<file path="config.mk">
export PLATFORM = sky130hd
export DESIGN_NAME = nvm_serial_port
export DESIGN_NICKNAME = d
export VERILOG_FILES = /design/src/rtl/nsp_pkg.sv /design/src/rtl/nsp_sync.sv /design/src/rtl/nsp_busy_timer.sv /design/src/rtl/nvm_serial_port.sv
export SDC_FILE = /design/constraint.sdc
export NUM_CORES = 1
export LEC_CHECK = 0
export ABC_AREA = 1
export BUFFER_PORTS_ARGS = -buffer_cell sky130_fd_sc_hd__buf_2
export CAP_MARGIN = 10
export CORE_MARGIN = 2
export CORE_UTILIZATION = 65
export DETAILED_ROUTE_END_ITERATION = 7
export PLACE_DENSITY_LB_ADDON = 0.05
export SYNTH_ARGS = -nofsm -noshare
export SYNTH_HDL_FRONTEND = slang
export SYNTH_SLANG_ARGS = --single-unit
</file>
<file path="constraint.sdc">
create_clock -name clk -period 5.4 [get_ports clk]
set_input_delay 1.62 -clock clk [delete_from_list [all_inputs] [get_ports clk]]
set_output_delay 1.62 -clock clk [all_outputs]
set_load 0.005 [all_outputs]
</file>
<file path="src/rtl/nsp_pkg.sv">
package nsp_pkg;
    localparam int OP_W      = 7;
    localparam int ADDR_W    = 9;
    localparam int GEN_AW    = 8;
    localparam int DAC_SEL_W = 2;
    localparam int DATA_W    = 16;
    localparam int DAC_DW    = 8;
    localparam int HDR_BITS  = OP_W + ADDR_W;
    localparam int FRAME_BITS = HDR_BITS + DATA_W;
    localparam int CNT_W     = $clog2(FRAME_BITS + 1);
    localparam int OCNT_W    = $clog2(DATA_W);

    localparam logic [OP_W-1:0] OPC_READ  = 7'b1010100;
    localparam logic [OP_W-1:0] OPC_WRITE = 7'b1010010;
    localparam logic [OP_W-1:0] OPC_WREN  = 7'b1010001;
    localparam logic [OP_W-1:0] OPC_WRDS  = 7'b1010000;
    localparam logic [OP_W-1:0] OPC_PDEN  = 7'b1010110;
    localparam logic [OP_W-1:0] OPC_PDDS  = 7'b1010011;

    // Converter region keeps only the register select bits.
    function automatic logic [ADDR_W-1:0] nsp_fold_addr(input logic [ADDR_W-1:0] a);
        if (a[ADDR_W-1])
            return {1'b1, {(GEN_AW-DAC_SEL_W){1'b0}}, a[DAC_SEL_W-1:0]};
        return a;
    endfunction

    // Next word for a continued read; wraps inside the addressed region.
    function automatic logic [ADDR_W-1:0] nsp_next_addr(input logic [ADDR_W-1:0] a);
        logic [DAC_SEL_W-1:0] sel_n;
        logic [GEN_AW-1:0]    gen_n;
        sel_n = a[DAC_SEL_W-1:0] + 1'b1;
        gen_n = a[GEN_AW-1:0] + 1'b1;
        if (a[ADDR_W-1])
            return {1'b1, {(GEN_AW-DAC_SEL_W){1'b0}}, sel_n};
        return {1'b0, gen_n};
    endfunction
endpackage

</file>
<file path="src/rtl/nsp_sync.sv">
module nsp_sync #(
    parameter int WIDTH  = 3,
    parameter int STAGES = 2
) (
    input  logic             clk,
    input  logic             rst_n,
    input  logic [WIDTH-1:0] async_i,
    output logic [WIDTH-1:0] level_o,
    output logic [WIDTH-1:0] rise_o,
    output logic [WIDTH-1:0] fall_o
);
    for (genvar i = 0; i < WIDTH; i++) begin : g_bit
        logic [STAGES:0] pipe_d, pipe_q;

        always_comb begin
            pipe_d = {pipe_q[STAGES-1:0], async_i[i]};
        end

        always_ff @(posedge clk or negedge rst_n) begin
            if (!rst_n) pipe_q <= '0;
            else        pipe_q <= pipe_d;
        end

        assign level_o[i] = pipe_q[STAGES-1];
        assign rise_o[i]  = pipe_q[STAGES-1] & ~pipe_q[STAGES];
        assign fall_o[i]  = ~pipe_q[STAGES-1] & pipe_q[STAGES];
    end
endmodule

</file>
<file path="src/rtl/nsp_busy_timer.sv">
module nsp_busy_timer #(
    parameter int CYCLES = 40
) (
    input  logic clk,
    input  logic rst_n,
    input  logic start_i,
    output logic busy_o
);
    localparam int CW = $clog2(CYCLES + 1);

    typedef struct packed {
        logic          busy;
        logic [CW-1:0] cnt;
    } tmr_t;

    tmr_t s_d, s_q;

    always_comb begin
        s_d = s_q;
        if (start_i) begin
            s_d.busy = 1'b1;
            s_d.cnt  = CW'(CYCLES - 1);
        end else if (s_q.busy) begin
            if (s_q.cnt == '0) s_d.busy = 1'b0;
            else               s_d.cnt  = s_q.cnt - 1'b1;
        end
    end

    always_ff @(posedge clk or negedge rst_n) begin
        if (!rst_n) s_q <= '0;
        else        s_q <= s_d;
    end

    assign busy_o = s_q.busy;

    AST_START_IDLE: assert property (@(posedge clk) disable iff (!rst_n)
        start_i |-> !s_q.busy);
    AST_BUSY_HOLD: assert property (@(posedge clk) disable iff (!rst_n)
        (s_q.busy && s_q.cnt != '0 && !start_i) |=> s_q.busy);
endmodule

</file>
<file path="src/rtl/nvm_serial_port.sv">
module nvm_serial_port
    import nsp_pkg::*;
#(
    parameter int BUSY_CYCLES = 40,
    parameter int SYNC_STAGES = 2
) (
    input  logic               clk,
    input  logic               rst_n,
    input  logic               cs_i,
    input  logic               sclk_i,
    input  logic               sdi_i,
    output logic               sdo_o,
    output logic               sdo_oe_o,
    output logic [ADDR_W-1:0]  mem_addr_o,
    output logic               mem_rd_o,
    input  logic [DATA_W-1:0]  mem_rdata_i,
    output logic               mem_wr_o,
    output logic [DATA_W-1:0]  mem_wdata_o,
    output logic               wren_pulse_o,
    output logic               wrds_pulse_o,
    output logic               pden_pulse_o,
    output logic               pdds_pulse_o
);
    localparam int NPULSE = 4;
    localparam int PAD_W  = DATA_W - DAC_DW;

    typedef struct packed {
        logic                in_frame;
        logic [CNT_W-1:0]    bit_cnt;
        logic [HDR_BITS-1:0] shreg;
        logic [OP_W-1:0]     op;
        logic [ADDR_W-1:0]   addr;
        logic                rd_act;
        logic                rd_drv;
        logic [OCNT_W-1:0]   ocnt;
        logic [DATA_W-1:0]   osh;
        logic [DATA_W-1:0]   nxt;
        logic                cap;
        logic                cap_dac;
        logic                status;
        logic                sdo;
        logic                sdo_oe;
        logic                mem_rd;
        logic                mem_wr;
        logic [ADDR_W-1:0]   mem_addr;
        logic [DATA_W-1:0]   mem_wdata;
        logic [NPULSE-1:0]   pulse;
    } port_t;

    port_t s_d, s_q;

    logic [2:0] pin_lvl, pin_rise, pin_fall;
    logic       cs_rise, cs_fall, sck_rise, sck_fall, sdi_lvl;
    logic       busy, wr_go;
    logic       unused_pins;

    nsp_sync #(.WIDTH(3), .STAGES(SYNC_STAGES)) u_sync (
        .clk     (clk),
        .rst_n   (rst_n),
        .async_i ({sdi_i, sclk_i, cs_i}),
        .level_o (pin_lvl),
        .rise_o  (pin_rise),
        .fall_o  (pin_fall)
    );

    assign cs_rise     = pin_rise[0];
    assign cs_fall     = pin_fall[0];
    assign sck_rise    = pin_rise[1];
    assign sck_fall    = pin_fall[1];
    assign sdi_lvl     = pin_lvl[2];
    assign unused_pins = ^{pin_lvl[1:0], pin_rise[2], pin_fall[2]};

    nsp_busy_timer #(.CYCLES(BUSY_CYCLES)) u_busy (
        .clk     (clk),
        .rst_n   (rst_n),
        .start_i (wr_go),
        .busy_o  (busy)
    );

    logic [HDR_BITS-1:0] sh_n;
    logic [CNT_W-1:0]    cnt_n;
    logic [ADDR_W-1:0]   hdr_addr, adv_addr;

    always_comb begin
        s_d        = s_q;
        s_d.mem_rd = 1'b0;
        s_d.mem_wr = 1'b0;
        s_d.pulse  = '0;
        s_d.cap    = s_q.mem_rd;
        wr_go      = 1'b0;
        sh_n       = {s_q.shreg[HDR_BITS-2:0], sdi_lvl};
        cnt_n      = s_q.bit_cnt + 1'b1;
        hdr_addr   = nsp_fold_addr(sh_n[ADDR_W-1:0]);
        adv_addr   = nsp_next_addr(s_q.addr);

        // Array word arrives the cycle after the strobe.
        if (s_q.cap)
            s_d.nxt = s_q.cap_dac ? {{PAD_W{1'b0}}, mem_rdata_i[DAC_DW-1:0]} : mem_rdata_i;

        if (cs_fall) begin
            s_d.in_frame = 1'b0;
            s_d.bit_cnt  = '0;
            s_d.rd_act   = 1'b0;
            s_d.rd_drv   = 1'b0;
            if (!busy) s_d.status = 1'b0;
        end else if (cs_rise) begin
            if (!busy) begin
                s_d.in_frame = 1'b1;
                s_d.bit_cnt  = '0;
                s_d.rd_act   = 1'b0;
                s_d.rd_drv   = 1'b0;
            end
        end else if (s_q.in_frame && !s_q.rd_act && sck_rise) begin
            s_d.status  = 1'b0;
            s_d.shreg   = sh_n;
            s_d.bit_cnt = cnt_n;
            if (cnt_n == CNT_W'(HDR_BITS)) begin
                s_d.op   = sh_n[HDR_BITS-1:ADDR_W];
                s_d.addr = hdr_addr;
                if (sh_n[HDR_BITS-1:ADDR_W] == OPC_READ) begin
                    s_d.rd_act   = 1'b1;
                    s_d.ocnt     = '0;
                    s_d.mem_rd   = 1'b1;
                    s_d.mem_addr = hdr_addr;
                    s_d.cap_dac  = hdr_addr[ADDR_W-1];
                end
            end
            if (cnt_n == CNT_W'(FRAME_BITS)) begin
                s_d.in_frame = 1'b0;
                unique case (s_q.op)
                    OPC_WRITE: begin
                        s_d.mem_wr    = 1'b1;
                        s_d.mem_addr  = s_q.addr;
                        s_d.mem_wdata = s_q.addr[ADDR_W-1] ?
                                        {{PAD_W{1'b0}}, sh_n[DAC_DW-1:0]} : sh_n;
                        s_d.status    = 1'b1;
                        wr_go         = 1'b1;
                    end
                    OPC_WREN: s_d.pulse[0] = 1'b1;
                    OPC_WRDS: s_d.pulse[1] = 1'b1;
                    OPC_PDEN: s_d.pulse[2] = 1'b1;
                    OPC_PDDS: s_d.pulse[3] = 1'b1;
                    default: ;
                endcase
            end
        end else if (s_q.rd_act && sck_fall) begin
            s_d.rd_drv = 1'b1;
            s_d.ocnt   = s_q.ocnt + 1'b1;
            if (s_q.ocnt == '0) begin
                s_d.sdo      = s_q.nxt[DATA_W-1];
                s_d.osh      = {s_q.nxt[DATA_W-2:0], 1'b0};
                s_d.addr     = adv_addr;
                s_d.mem_rd   = 1'b1;
                s_d.mem_addr = adv_addr;
                s_d.cap_dac  = adv_addr[ADDR_W-1];
            end else begin
                s_d.sdo = s_q.osh[DATA_W-1];
                s_d.osh = {s_q.osh[DATA_W-2:0], 1'b0};
            end
        end

        if (s_d.rd_drv) begin
            s_d.sdo_oe = 1'b1;
        end else if (s_d.status) begin
            s_d.sdo_oe = 1'b1;
            s_d.sdo    = ~(busy | wr_go);
        end else begin
            s_d.sdo_oe = 1'b0;
            s_d.sdo    = 1'b0;
        end
    end

    always_ff @(posedge clk or negedge rst_n) begin
        if (!rst_n) s_q <= '0;
        else        s_q <= s_d;
    end

    assign sdo_o        = s_q.sdo;
    assign sdo_oe_o     = s_q.sdo_oe;
    assign mem_addr_o   = s_q.mem_addr;
    assign mem_rd_o     = s_q.mem_rd;
    assign mem_wr_o     = s_q.mem_wr;
    assign mem_wdata_o  = s_q.mem_wdata;
    assign wren_pulse_o = s_q.pulse[0];
    assign wrds_pulse_o = s_q.pulse[1];
    assign pden_pulse_o = s_q.pulse[2];
    assign pdds_pulse_o = s_q.pulse[3];

    AST_ONE_ACTION: assert property (@(posedge clk) disable iff (!rst_n)
        $onehot0({mem_wr_o, wren_pulse_o, wrds_pulse_o, pden_pulse_o, pdds_pulse_o}));
    AST_WR_STARTS_BUSY: assert property (@(posedge clk) disable iff (!rst_n)
        mem_wr_o |=> busy);
    AST_WR_SHOWS_BUSY: assert property (@(posedge clk) disable iff (!rst_n)
        mem_wr_o |-> (sdo_oe_o && !sdo_o));
    AST_DAC_FOLDED: assert property (@(posedge clk) disable iff (!rst_n)
        ((mem_rd_o || mem_wr_o) && mem_addr_o[ADDR_W-1]) |-> (mem_addr_o[GEN_AW-1:DAC_SEL_W] == '0));
    AST_DAC_WDATA_HI: assert property (@(posedge clk) disable iff (!rst_n)
        (mem_wr_o && mem_addr_o[ADDR_W-1]) |-> (mem_wdata_o[DATA_W-1:DAC_DW] == '0));
    AST_IDLE_HIZ: assert property (@(posedge clk) disable iff (!rst_n)
        (!s_q.rd_act && !s_q.status) |-> !sdo_oe_o);
    AST_BUSY_REJECT: assert property (@(posedge clk) disable iff (!rst_n)
        (busy && !s_q.in_frame) |=> !s_q.in_frame);
    AST_READ_NO_WRITE: assert property (@(posedge clk) disable iff (!rst_n)
        s_q.rd_act |-> !mem_wr_o);
endmodule

</file>
==> run_results.csv <==
group,metric,value,unit
critical_path,path_cells,"buf_2",
critical_path,cp-start-kind,"register",
global_route,grt_max_degree,69,
global_route,antenna_found_initial,0,
detailed_routing,remaining_drc_errors,0,
hold_path,hold_end,"u_sync.g_bit[2].pipe_q[1]",
detailed_routing,drtIter0Drc,277,
finish,antennaDiodeCount,0,
clock_network,clk_latency,0.54,ns
detailed_routing,drt-total-wl,14100,microns
sta,max_freq,370,MHz
die,fp.coreArea,0.00968,sq mm
sta,finClkSkew,0.00503,ns
status,status,"completed",
sta,post-route-min-period,2.70,ns
sta,finalSetupViolCount,0,
critical_path,required,3.78,ns
detailed_routing,dr.pass1.iters,5,
critical_path,r2r_slack,2.76,ns
hold_path,hold_start,"u_sync.g_bit[2].pipe_q[0]",
die,ios,54,
sta,rsz0062_at_grt,"no",
detailed_routing,vias_per_cell,5.45,
synthesis,synth_seq_cells,126,
clock_network,cts_sinks,126,
synthesis,synth_area,0.00643,sq mm
critical_path,crit_slowest_cell,"dfrtp_1",
synthesis,syn_inst,769,
global_route,grt_usage,29.3,%
power,vdd_drop_max,0.304,mV
detailed_routing,routedWlPerCell,14.9,microns
placed_design,dp_hpwl,9530,microns
hold_path,hold_class,"register to register",
critical_path,reg2reg_depth,6,
clock_network,h-tree-depth,4,
sta,hold_viol_final,0,
critical_path,crit_family,"flip-flops",
sta,tightest_slew,0.862,ns
placed_design,gp_congestion,0.947,
synthesis,synth.distinct_cells,43,
hold_path,whs_path_depth,0,
power,p_leak,3.66,nW
sta,tns,0,ns
finish,final_common_cell,"nand2_1",
clock_network,cts_root_buf,"clkbuf_8",
synthesis,yosysWarnings,0,
placed_design,dp_cells,911,
finish,final_util,74.2,%
power,power-per-cell-area,392,mW/mm^2
critical_path,slowest_delay,0.41,ns
clock_network,cts_buffer_depth,2,
detailed_routing,postRouteAntennaNets,0,
sta,slew_headroom,42.6,%
placed_design,port_buffers,53,
synthesis,syn_nets,798,
die,fp-row-count,36,
die,die_w,103,microns
run,maxCapViolCount,0,
critical_path,cp-startpoint,"mem_addr_o[0]",
critical_path,regToRegStartpoint,"u_sync.g_bit[0].pipe_q[1]",
synthesis,syn_avg_cell_area,8.36,sq um
clock_network,cts_hold_buf,0,
die,die_area,0.0107,sq mm
clock_network,cts_made_buffers,17,
critical_path,arrival,1.08,ns
finish,final_cell_mix,"158 x nand2_1, 126 x dfrtp_1, 101 x inv_1, 69 x o21ai_0, 63 x nor2_1",
global_route,grt_pass1_wl,23700,microns
synthesis,yosysSeqAreaShare,49.0,%
detailed_routing,vias,5144,
global_route,grt-ovfl-total,0,
finish,fin_cells,943,
critical_path,crit_type,"register to output pin",
clock_network,clk_pin_slew,0.06,ns
clock_network,cts_resized,0,
die,initial_core_util,66.4,%
critical_path,r2r-end,"s_q[53]",
finish,synthToLayoutAreaGrowth,11.8,%
sta,drv_slew,0,
clock_network,cts_setup_buffers,0,
critical_path,end_kind,"output pin",
critical_path,worst-path-buf-inv,1,
finish,nets,826,
clock_network,tritoncts,"done",
finish,drive_gt1_share,17.7,%
die,die_h,103,microns
global_route,grt_pass1_vias,5002,
critical_path,cp_max_fo,4,
sta,fin_crit_sh,50.1,%
==> worst max path at each step <==
stage / end / slack, ns / cells past startpoint
floorplan: mem_addr_o[0] / 3.28 / 1
global placement: u_busy.s_q[0] / 2.68 / 2
detailed placement: s_q[72] / 2.64 / 2
CTS: mem_addr_o[4] / 2.68 / 1
global route: s_q[53] / 2.49 / 6
finish: mem_addr_o[0] / 2.70 / 1
==> per-stage QoR <==
step	hold WS (ns)	area [sq um]	power, W	worst slack [ns]
2_1_floorplan	0.331	6430	0.00153	3.28
3_3_place_gp	0.339	6570	0.00162	2.68
3_5_place_dp	0.336	6570	0.00164	2.64
4_1_cts	0.351	7190	0.00282	2.68
5_1_grt	0.360	7190	0.00296	2.49
6_report	0.350	7190	0.00282	2.70
==> cells in the mapped netlist (all sizes together) <==
| cell | number | area (sq um) |
|---|---|---|
| nor3 | 7 | 67.6 |
| nand3b | 1 | 7.51 |
| clkinv | 3 | 11.3 |
| nor4 | 1 | 6.26 |
| nor4b | 1 | 8.76 |
| a22oi | 5 | 37.5 |
| xnor2 | 3 | 26.3 |
| ha | 8 | 100 |
| a21boi | 1 | 7.51 |
| nand2 | 172 | 691 |
| o22ai | 3 | 18.8 |
| dfrtp | 126 | 3150 |
| or2 | 11 | 68.8 |
| nand3 | 53 | 288 |
| nand4 | 17 | 136 |
| o2111ai | 1 | 8.76 |
| a21oi | 28 | 140 |
| o21ai | 83 | 442 |
| buf | 37 | 275 |
| a31oi | 2 | 12.5 |
| o211ai | 2 | 15.0 |
| xor2 | 3 | 26.3 |
| clkbuf | 10 | 37.5 |
| nor2 | 72 | 354 |
| o31ai | 9 | 67.6 |
| inv | 109 | 412 |
| a32o | 1 | 10.0 |
==> power by group <==
part | internal, W | switching (W)
Combinational | 0.000185 | 0.000269
Clock | 0.000773 | 0.000412
Sequential | 0.00107 | 0.000105
Total | 0.00203 | 0.000786
==> area by class of cell <==
cell class | instances | area (sq um)
Clock buffer | 22 | 453
Clock inverter | 10 | 161
Fill cell | 736 | 2500
Inverter | 112 | 423
Multi-Input combinational cell | 484 | 2540
Sequential cell | 126 | 3150
Tap cell | 133 | 166
Timing Repair Buffer | 56 | 290
==> layer usage <==
layer | vias to the layer above | track usage [%] | share of wire (%)
met5 | - | 0 | 0
met4 | 0 | 13.3 | 2.4
met3 | 30 | 7.19 | 4.9
li1 | 2511 | - | -
met2 | 149 | 48.8 | 50
met1 | 2454 | 36.4 | 42
==> kinds of logic after synthesis <==
family	after synthesis	share of synthesized area, %
AOI/OAI and AO/OA	135	11.8
DFF	126	49.0
adders and majority gates	8	1.56
buffers and inverters	159	11.4
and+or+nand+nor	335	25.3
xor gates and xnor gates	6	0.818
==> registers in the layout (all words and copies together) (netlist names) <==
| name | count |
|---|---|
| u_sync.g_bit.pipe_q | 8 |
| mem_wdata_o | 16 |
| sdo_oe_o | 1 |
| s_q | 78 |
| sdo_o | 1 |
| u_busy.s_q | 6 |
| wren_pulse_o | 1 |
| u_busy.busy_o | 1 |
| pden_pulse_o | 1 |
| wrds_pulse_o | 1 |
| mem_wr_o | 1 |
| mem_rd_o | 1 |
| pdds_pulse_o | 1 |
| mem_addr_o | 9 |
Power figures use the tool's default switching activity.
